### config.mk
export PLATFORM = sky130hd
export DESIGN_NAME = pc_latch_unit
export DESIGN_NICKNAME = d
export VERILOG_FILES = /design/src/rtl/pcu_pkg.sv /design/src/rtl/pcu_ctrl.sv /design/src/rtl/pcu_hold.sv /design/src/rtl/pcu_next.sv /design/src/rtl/pc_latch_unit.sv
export SDC_FILE = /design/constraint.sdc
export NUM_CORES = 1
export LEC_CHECK = 0
export BUFFER_PORTS_ARGS = -buffer_cell sky130_fd_sc_hd__buf_2
export CAP_MARGIN = 10
export CORE_UTILIZATION = 23
export CTS_CLUSTER_DIAMETER = 150
export DETAILED_ROUTE_END_ITERATION = 10
export GPL_ROUTABILITY_DRIVEN = 1
export HOLD_SLACK_MARGIN = 0.08
export PLACE_DENSITY = 0.45
export SETUP_SLACK_MARGIN = 0.2
export SYNTH_ARGS = -nofsm -noshare
export SYNTH_HDL_FRONTEND = slang
export SYNTH_SLANG_ARGS = --single-unit
export TNS_END_PERCENT = 100
### constraint.sdc
create_clock -name clk -period 3.3 [get_ports clk]
set_input_delay 0.33 -clock clk [delete_from_list [all_inputs] [get_ports clk]]
set_output_delay 0.33 -clock clk [all_outputs]
set_load 0.01 [all_outputs]
### src/rtl/pcu_pkg.sv
package pcu_pkg;

    typedef enum logic {
        ST_SEQ   = 1'b0,
        ST_REDIR = 1'b1
    } pcu_state_t;

    typedef enum logic [2:0] {
        OP_NONE = 3'd0,
        OP_BR   = 3'd1,
        OP_WR   = 3'd2,
        OP_ADD  = 3'd3,
        OP_STEP = 3'd4
    } pcu_op_t;

endpackage

### src/rtl/pcu_ctrl.sv
module pcu_ctrl
    import pcu_pkg::*;
(
    input  logic    clk,
    input  logic    rst_n,
    input  logic    step_en,
    input  logic    lo_wr,
    input  logic    lo_add,
    input  logic    br_en,
    output pcu_op_t op,
    output logic    redirect
);

    pcu_state_t state_q, state_d;
    logic       jump;

    // Operation selection: branch beats write beats add beats step
    always_comb begin
        op = OP_NONE;
        if (br_en)
            op = OP_BR;
        else if (lo_wr)
            op = OP_WR;
        else if (lo_add)
            op = OP_ADD;
        else if (step_en && state_q == ST_SEQ)
            op = OP_STEP;
    end

    assign jump = br_en | lo_wr | lo_add;

    always_comb begin
        state_d = state_q;
        unique case (state_q)
            ST_SEQ:   state_d = jump ? ST_REDIR : ST_SEQ;   // SEQ_TO_REDIR / SEQ_STAY
            ST_REDIR: state_d = jump ? ST_REDIR : ST_SEQ;   // REDIR_HOLD / REDIR_TO_SEQ
            default:  state_d = ST_SEQ;
        endcase
    end

    always_ff @(posedge clk or negedge rst_n) begin
        if (!rst_n)
            state_q <= ST_SEQ;
        else
            state_q <= state_d;
    end

    always_comb begin
        unique case (state_q)
            ST_SEQ:   redirect = 1'b0;
            ST_REDIR: redirect = 1'b1;
            default:  redirect = 1'b0;
        endcase
    end

    // redirect follows every flow change for one cycle
    p_redirect_after_jump_r9: assert property (@(posedge clk) disable iff (!rst_n)
        (br_en || lo_wr || lo_add) |=> redirect)
        else $error("redirect missing after jump");

    p_redirect_clears_r9: assert property (@(posedge clk) disable iff (!rst_n)
        !(br_en || lo_wr || lo_add) |=> !redirect)
        else $error("redirect without jump");

endmodule

### src/rtl/pcu_hold.sv
module pcu_hold #(
    parameter int unsigned HI_W = 8,
    parameter int unsigned UP_W = 5
) (
    input  logic            clk,
    input  logic            rst_n,
    input  logic            load,
    input  logic [HI_W-1:0] src_hi,
    input  logic [UP_W-1:0] src_up,
    output logic [HI_W-1:0] hold_hi,
    output logic [UP_W-1:0] hold_up
);

    always_ff @(posedge clk or negedge rst_n) begin
        if (!rst_n) begin
            hold_hi <= '0;
            hold_up <= '0;
        end else if (load) begin
            hold_hi <= src_hi;
            hold_up <= src_up;
        end
    end

    p_refresh_r2: assert property (@(posedge clk) disable iff (!rst_n)
        load |=> (hold_hi == $past(src_hi)) && (hold_up == $past(src_up)))
        else $error("holding refresh wrong");

    p_no_refresh_r3: assert property (@(posedge clk) disable iff (!rst_n)
        !load |=> $stable(hold_hi) && $stable(hold_up))
        else $error("holding changed without read");

endmodule

### src/rtl/pcu_next.sv
module pcu_next
    import pcu_pkg::*;
#(
    parameter int unsigned LO_W = 8,
    parameter int unsigned HI_W = 8,
    parameter int unsigned UP_W = 5,
    parameter int unsigned STEP = 2,
    localparam int unsigned PC_W = LO_W + HI_W + UP_W
) (
    input  pcu_op_t         op,
    input  logic [PC_W-1:0] pc_q,
    input  logic [LO_W-1:0] wdata,
    input  logic [PC_W-1:0] br_tgt,
    input  logic [HI_W-1:0] hold_hi,
    input  logic [UP_W-1:0] hold_up,
    output logic [PC_W-1:0] pc_d
);

    localparam logic [LO_W-1:0] LO_MASK = ~LO_W'(1);
    localparam logic [PC_W-1:0] PC_MASK = ~PC_W'(1);

    logic [LO_W-1:0] lo_sum;

    // Carry out of the low byte is dropped
    assign lo_sum = pc_q[LO_W-1:0] + wdata;

    always_comb begin
        pc_d = pc_q;
        unique case (op)
            OP_BR:   pc_d = br_tgt & PC_MASK;
            OP_WR:   pc_d = {hold_up, hold_hi, wdata & LO_MASK};
            OP_ADD:  pc_d = {hold_up, hold_hi, lo_sum & LO_MASK};
            OP_STEP: pc_d = (pc_q + PC_W'(STEP)) & PC_MASK;
            OP_NONE: pc_d = pc_q;
            default: pc_d = pc_q;
        endcase
    end

endmodule

### src/rtl/pc_latch_unit.sv
module pc_latch_unit
    import pcu_pkg::*;
#(
    parameter int unsigned LO_W = 8,
    parameter int unsigned HI_W = 8,
    parameter int unsigned UP_W = 5,
    parameter int unsigned STEP = 2,
    localparam int unsigned PC_W = LO_W + HI_W + UP_W
) (
    input  logic            clk,
    input  logic            rst_n,
    input  logic            step_en,
    input  logic            lo_rd,
    input  logic            lo_wr,
    input  logic            lo_add,
    input  logic [LO_W-1:0] lo_wdata,
    input  logic            br_en,
    input  logic [PC_W-1:0] br_tgt,
    output logic [PC_W-1:0] pc,
    output logic [LO_W-1:0] lo_rdata,
    output logic [HI_W-1:0] hold_hi,
    output logic [UP_W-1:0] hold_up,
    output logic            redirect
);

    pcu_op_t         op;
    logic [PC_W-1:0] pc_d;

    pcu_ctrl u_ctrl (
        .clk      (clk),
        .rst_n    (rst_n),
        .step_en  (step_en),
        .lo_wr    (lo_wr),
        .lo_add   (lo_add),
        .br_en    (br_en),
        .op       (op),
        .redirect (redirect)
    );

    pcu_hold #(.HI_W(HI_W), .UP_W(UP_W)) u_hold (
        .clk     (clk),
        .rst_n   (rst_n),
        .load    (lo_rd),
        .src_hi  (pc[LO_W+HI_W-1:LO_W]),
        .src_up  (pc[PC_W-1:LO_W+HI_W]),
        .hold_hi (hold_hi),
        .hold_up (hold_up)
    );

    pcu_next #(.LO_W(LO_W), .HI_W(HI_W), .UP_W(UP_W), .STEP(STEP)) u_next (
        .op      (op),
        .pc_q    (pc),
        .wdata   (lo_wdata),
        .br_tgt  (br_tgt),
        .hold_hi (hold_hi),
        .hold_up (hold_up),
        .pc_d    (pc_d)
    );

    always_ff @(posedge clk or negedge rst_n) begin
        if (!rst_n)
            pc <= '0;
        else
            pc <= pc_d;
    end

    assign lo_rdata = pc[LO_W-1:0];

    p_bit0_zero_r10: assert property (@(posedge clk) disable iff (!rst_n)
        pc[0] == 1'b0)
        else $error("pc bit 0 set");

    p_write_forms_r4: assert property (@(posedge clk) disable iff (!rst_n)
        (lo_wr && !br_en) |=> pc == {$past(hold_up), $past(hold_hi), $past(lo_wdata) & ~LO_W'(1)})
        else $error("write formed wrong pc");

    p_step_r6: assert property (@(posedge clk) disable iff (!rst_n)
        (step_en && !redirect && !br_en && !lo_wr && !lo_add) |=> pc == $past(pc) + PC_W'(STEP))
        else $error("step wrong");

    p_step_blocked_r9: assert property (@(posedge clk) disable iff (!rst_n)
        (redirect && !br_en && !lo_wr && !lo_add) |=> $stable(pc))
        else $error("pc moved during redirect");

    p_branch_r7: assert property (@(posedge clk) disable iff (!rst_n)
        br_en |=> pc == ($past(br_tgt) & ~PC_W'(1)))
        else $error("branch target wrong");

endmodule

==> flow_summary.json, run 1 <==
{
  "io_pins": 79,
  "arrival_ns": 2.19,
  "ant_nets": 0,
  "fmax_mhz": 492,
  "antenna_found_initial": 0,
  "slew_headroom_pct": 45.3,
  "crit_type": "flop to flop",
  "grt_first_pass_wirelength_um": 11600,
  "layout.nets": 364,
  "ir_drop_uv": 147,
  "max_stage_delay_ns": 0.48,
  "setup-violations-final": 0,
  "multi_input_area_um2": 1340,
  "syn_avg_cell_area_um2": 9.24,
  "dp_hpwl_um": 5190,
  "period_needed_ns": 2.03,
  "cts_buffers": 5,
  "critical_path_depth": 8,
  "p_leak_uw": 0.00127,
  "postCtsHoldBufs": 0,
  "setup_tns_ns": 0,
  "endpoint_kind": "flop",
  "grt_usage_pct": 14.2,
  "syn_to_final_growth_pct": 21.0,
  "grt_pass1_vias": 2130,
  "stdcell_area_um2": 2860,
  "synthArstFlopShare_pct": 100,
  "vias": 2216,
  "synthesis.area_um2": 2370,
  "synth_edf_count": 0,
  "wirelength_um": 7140,
  "maxCapViolCount": 0,
  "post_drt_wl_per_cell_um": 15.7,
  "gp_congestion": 0.705,
  "worstMarginPinSlew_ns": 0.821,
  "fin_crit_sh_pct": 61.6,
  "first_iter_violations": 65,
  "yosys_warnings": 0,
  "cts_resized": 0,
  "path_clk_slew_ns": 0.08,
  "ys.flop_type": "dfrtp_1",
  "cpLargestDelayFamily": "adder cells",
  "core_um2": 9860,
  "start_util_pct": 24.0,
  "synth_cell_types": 53,
  "die_height_um": 103,
  "ys_seq_area_share_pct": 36.0,
  "fillers": 1095,
  "r2r_cells": 8,
  "numPortBuffers": 74,
  "cp_cell_sequence": "ha_1, inv_1, fa_1, nor2b_1, o31a_1, o22ai_1, xnor2_1, o221ai_1",
  "hold_viol_final": 0,
  "drc": 0,
  "power_density_nw_per_um2": 441,
  "slowest_stage": "dfrtp_1",
  "cp.required_ns": 3.46,
  "dieArea_um2": 10700,
  "finalMaxSlewViolations": 0,
  "cts_tree": "built",
  "seqCellArea_um2": 851,
  "finalClockSkew_ns": 0.00710,
  "grt_overflow": 0,
  "place_area_um2": 2770,
  "clk_path_buf_depth": 2,
  "worst_setup_path_start_kind": "flop",
  "crit_buf_inv": 1,
  "clock_latency_ns": 0.29,
  "outcome": "finished, final reports clean",
  "cts_sinks": 34,
  "via_per_inst": 4.88,
  "rsz0062_at_grt": "no",
  "syn-instance-count": 256,
  "fp.dieW_um": 103,
  "grt_max_degree": 35,
  "rows": 36,
  "final_layout_size_suffix_gt1_share_pct": 33.0,
  "ys_seq_elements": 34,
  "crit_path_max_fanout": 8,
  "cts_setup_buffers": 0,
  "root_buffer": "clkbuf_8",
  "htree_levels": 2,
  "min_path_type": "input pin to asynchronous set/reset pin",
  "n_antenna_cell": 0,
  "hold_ws_ns": 0.131,
  "drt-pass1-iter-count": 4
}
[metal layers]
metal  vias to the layer above  GRT usage [%]  share of wire (%)
met5                         -              0                  0
met4                         0           2.93               0.67
met3                         7           2.42                4.8
met2                        65           22.6                 47
met1                      1071           20.1                 47
li1                       1073              -                  -
[where the power goes]
group	internal, uW	switching (uW)
combinational	181	197
sequential	476	79.6
clock	169	162
[synthesized netlist by cell type, types with 2 or more instances]
master     count  area, um^2
clkbuf_1       3        11.3
o211ai_1       3        22.5
nand3_1       14        70.1
o21ai_0       16        80.1
nor2_1         8        30.0
xnor2_1        5        43.8
o22ai_1        3        18.8
nor2_2         2        12.5
o21a_1         3        22.5
a21oi_1       20         100
a22oi_1        8        60.1
a221oi_1       3        26.3
buf_4         13        97.6
nand4_1        5        31.3
nand2_1       22        82.6
mux2_2        13         146
o21ai_1        3        15.0
a2bb2oi_1      9        78.8
and2_1         2        12.5
xor2_1         5        43.8
a211oi_1       5        37.5
and4_1         2        17.5
nand2b_1       4        25.0
ha_1           7        87.6
a22oi_2        2        25.0
inv_1          9        33.8
and3_1         2        12.5
o221ai_1       2        17.5
dfrtp_1       34         851
nor3_1         3        15.0
buf_6          2        22.5
a31oi_1        3        18.8
[state kept, by name, indices dropped and copies added (netlist names)]
signal          cells
u_hold.hold_up      5
pc                 20
u_hold.hold_hi      8
u_ctrl.state_q      1
[metrics by stage]
stage	utilization [%]	total power (uW)	setup slack [ns]	std cells
after floorplan	-	804	1.43	257
after global placement	28.1	944	1.24	446
after detailed placement	28.1	948	1.25	446
after CTS	29.0	1280	1.24	454
after global routing	29.0	1360	1.08	454
final	29.0	1260	1.27	454
[path summary, 6_finish.rpt]
path,to,slack (ns),start
worst max register to register,pc[7],1.27,pc[1]
worst max-delay path,pc[7],1.27,pc[1]
max in group asynchronous,u_hold.hold_up[0],2.64,rst_n
worst min register to register,u_hold.hold_up[3],0.53,u_hold.hold_up[3]
worst min-delay path,pc[7],0.13,rst_n
min in group clk,pc[7],0.25,br_tgt[7]
[final cells by class]
| type | count | share of cell area [%] |
|---|---|---|
| multi-input cells | 194 | 46.7 |
| clock buffers | 7 | 3.01 |
| clock inverters | 1 | 0.175 |
| inverters | 9 | 1.18 |
| repair buffers | 76 | 13.5 |
| well taps | 133 | 5.81 |
| flip-flops and latches | 34 | 29.7 |
[logic make-up (layout without fill, tap and decap cells)]
family	count (synthesis)	count (layout)	synth area share [%]
compound gates	88	88	25.5
simple gates	73	73	16.2
flops	34	34	36.0
buf+inv	29	93	7.72
mux	13	13	6.19
xor+xnor	10	10	3.70
fa+ha+maj	8	8	4.55
other cells	1	2	0.158
[cells in the final DEF (no fill, tap or decap), types with 9 or more instances in the layout]
cell,n
nand3_1,14
dfrtp_1,34
inv_1,9
o21ai_0,16
buf_2,74
a21oi_1,20
mux2_2,13
a2bb2oi_1,9
nand2_1,22
(Power assumes the default switching activity.)
==> run 2: changes to the inputs <==
PLACE_DENSITY = 0.46   (was 0.45)
clock period = 1.8 ns   (was 3.3 ns; I/O delays follow)
==> run 2 against run 1 <==
Final area grew 16%. Critical path depth is the same. Sequential share of layout area shrank 4.0 points. Sequential power grew 80%. Utilization grew 4.7 points. Hold slack lost 0.031 ns. Via count grew 6.8%.
==> flow_summary.json, run 2 (same netlist as run 1, synthesis figures left out) <==
{
  "outcome": "finished, final reports clean",
  "period_needed_ns": 1.73,
  "fmax_mhz": 579,
  "hp-start": "br_tgt[7]",
  "totalPowerFinal_uw": 2510,
  "start_util_pct": 24.0,
  "min_path_cells": 3,
  "fin_crit_sh_pct": 96.0,
  "endpoint_kind": "flop",
  "ir_drop_uv": 322,
  "r2r_cells": 8,
  "first_iter_violations": 78,
  "grt_pass1_vias": 2212,
  "rsz0062_at_grt": "yes",
  "internal-power_uw": 1640,
  "min_to": "pc[7]",
  "setup-violations-final": 0,
  "grt_overflow": 0,
  "p_leak_uw": 0.00147,
  "reg2reg_slack_ns": 0.07,
  "drc": 0,
  "rows": 36,
  "seq_power_share_pct": 39.9,
  "final_layout_size_suffix_gt1_share_pct": 47.5,
  "p_sw_uw": 871,
  "final_common_cell": "buf_2",
  "core_um2": 9860,
  "syn_to_final_growth_pct": 40.6,
  "path_clk_slew_ns": 0.08,
  "fillers": 1070,
  "wirelength_um": 7700,
  "layout.nets": 399,
  "largest_register": "pc",
  "cts_tree": "built",
  "power_density_nw_per_um2": 754,
  "clock_latency_ns": 0.28,
  "io_pins": 79,
  "cp_cell_sequence": "ha_4, inv_2, fa_2, nor2b_1, o31a_1, o22ai_2, xnor2_1, o221ai_1",
  "hold_viol_final": 0,
  "via_per_inst": 4.84,
  "arrival_ns": 1.89,
  "fp.dieW_um": 103,
  "layout_common_cells": "buf_2 (74), buf_4 (33), dfrtp_1 (30)",
  "crit_type": "flop to flop",
  "clk_path_buf_depth": 2,
  "power.share.clock_pct": 24.1,
  "fin_util_pct": 33.7,
  "r2r_start": "pc[1]",
  "antenna_found_initial": 0,
  "fin_cells": 489,
  "top_regs": "pc x20, u_hold.hold_hi x8, u_hold.hold_up x5",
  "worst_setup_path_start_kind": "flop",
  "root_buffer": "clkbuf_8",
  "dp_hpwl_um": 5620,
  "gp_congestion": 0.787,
  "finalMaxSlewViolations": 0,
  "drt-pass1-iter-count": 4,
  "place_ws_ns": 0.0319,
  "largest_reg_flops": 20,
  "dp_cells": 469,
  "crit_path_max_fanout": 3,
  "post_drt_wl_per_cell_um": 15.8,
  "numPortBuffers": 74,
  "maxCapViolCount": 0,
  "finalWorstSetupSlack_ns": 0.0723,
  "grt_max_degree": 35,
  "grt_usage_pct": 14.8,
  "max_stage_delay_ns": 0.39,
  "grt_first_pass_wirelength_um": 11900,
  "slowest_stage": "dfrtp_2",
  "finalClockSkew_ns": 0.00938,
  "htree_levels": 2,
  "critPathLaunch": "pc[1]",
  "cp.required_ns": 1.96,
  "min_path_type": "input pin to flop",
  "r2r-end": "pc[7]",
  "die_height_um": 103,
  "cts_sinks": 34,
  "swShare_pct": 34.8,
  "combinationalPowerShare_pct": 36.0,
  "dieArea_um2": 10700,
  "vias": 2366,
  "n_antenna_cell": 0,
  "ant_nets": 0,
  "cts_buffers": 5
}
[run 2: changes by cell type in the layout (fill, tap and decap cells not counted), moves of 3 or more]
cell,before,now
o21ai_1,3,8
ha_1,7,4
a22oi_2,2,5
buf_4,2,33
a21oi_2,0,4
a22oi_1,8,5
ha_4,0,3
dfrtp_1,34,30
o21ai_0,16,10
a21oi_1,20,16
dfrtp_2,0,4
[run 2: critical path, delay by kind of cell (launching register included)]
| family | cells | cell delay, ns |
|---|---|---|
| XOR/XNOR | 1 | 0.15 |
| buffers and inverters | 1 | 0.03 |
| flip-flops | 1 | 0.39 |
| adder cells (fa/ha/maj) | 2 | 0.50 |
| AND/OR/NAND/NOR | 1 | 0.15 |
| AO/OA/AOI/OAI | 3 | 0.38 |
[run 2: how the worst max path moves through the flow]
stage,end,slack [ns],depth (start not counted)
after floorplan,pc[7],0.1,8
after global placement,pc[7],0.04,8
after detailed placement,pc[7],0.03,8
after CTS,pc[7],0.04,8
after global routing,pc[7],-0.03,8
final,pc[7],0.07,8
[run 2: layout make-up]
type                    count  area, um^2  area share, %
clock buffers               7        86.3           2.59
clock inverters             1        5.00          0.150
repair buffers            111         679           20.4
multi-input cells         194        1500           45.1
flip-flops and latches     34         856           25.7
inverters                   9        33.8           1.02
well taps                 133         166           5.00
[run 2: layer usage]
metal | GRT usage [%] | vias to the layer above | part of all wire [%]
met2 | 22.8 | 64 | 46
met4 | 3.79 | 0 | 0.99
met5 | 0 | - | 0
met3 | 2.82 | 6 | 4.6
li1 | - | 1149 | -
met1 | 21.1 | 1147 | 48
[run 2: power by group through the flow]
stage | sequential, uW | clock, uW | combinational [uW]
after floorplan | 1060 | 0 | 425
after global placement | 1000 | 0 | 801
after detailed placement | 1010 | 0 | 801
after CTS | 994 | 630 | 821
after global routing | 1020 | 673 | 1000
final | 999 | 605 | 903
[run 2: repair_timing]
item                                    4_1_cts  5_1_grt
buffers inserted                              2        9
hold buffers                                  1        0
pin swaps                                     5       18
hold endpoints to repair                     34        0
endpoints found under the setup margin       15       18
resized for setup                             5       29
[run 2: metrics by stage]
| step | TNS (ns) | hold slack (ns) | instance area [um^2] |
|---|---|---|---|
| floorplan | 0 | -0.116 | 2390 |
| global placement | 0 | 0.167 | 2980 |
| detailed placement | 0 | 0.159 | 2980 |
| CTS | 0 | 0.0923 | 3110 |
| global route | -0.0335 | 0.102 | 3330 |
| finish | 0 | 0.101 | 3330 |
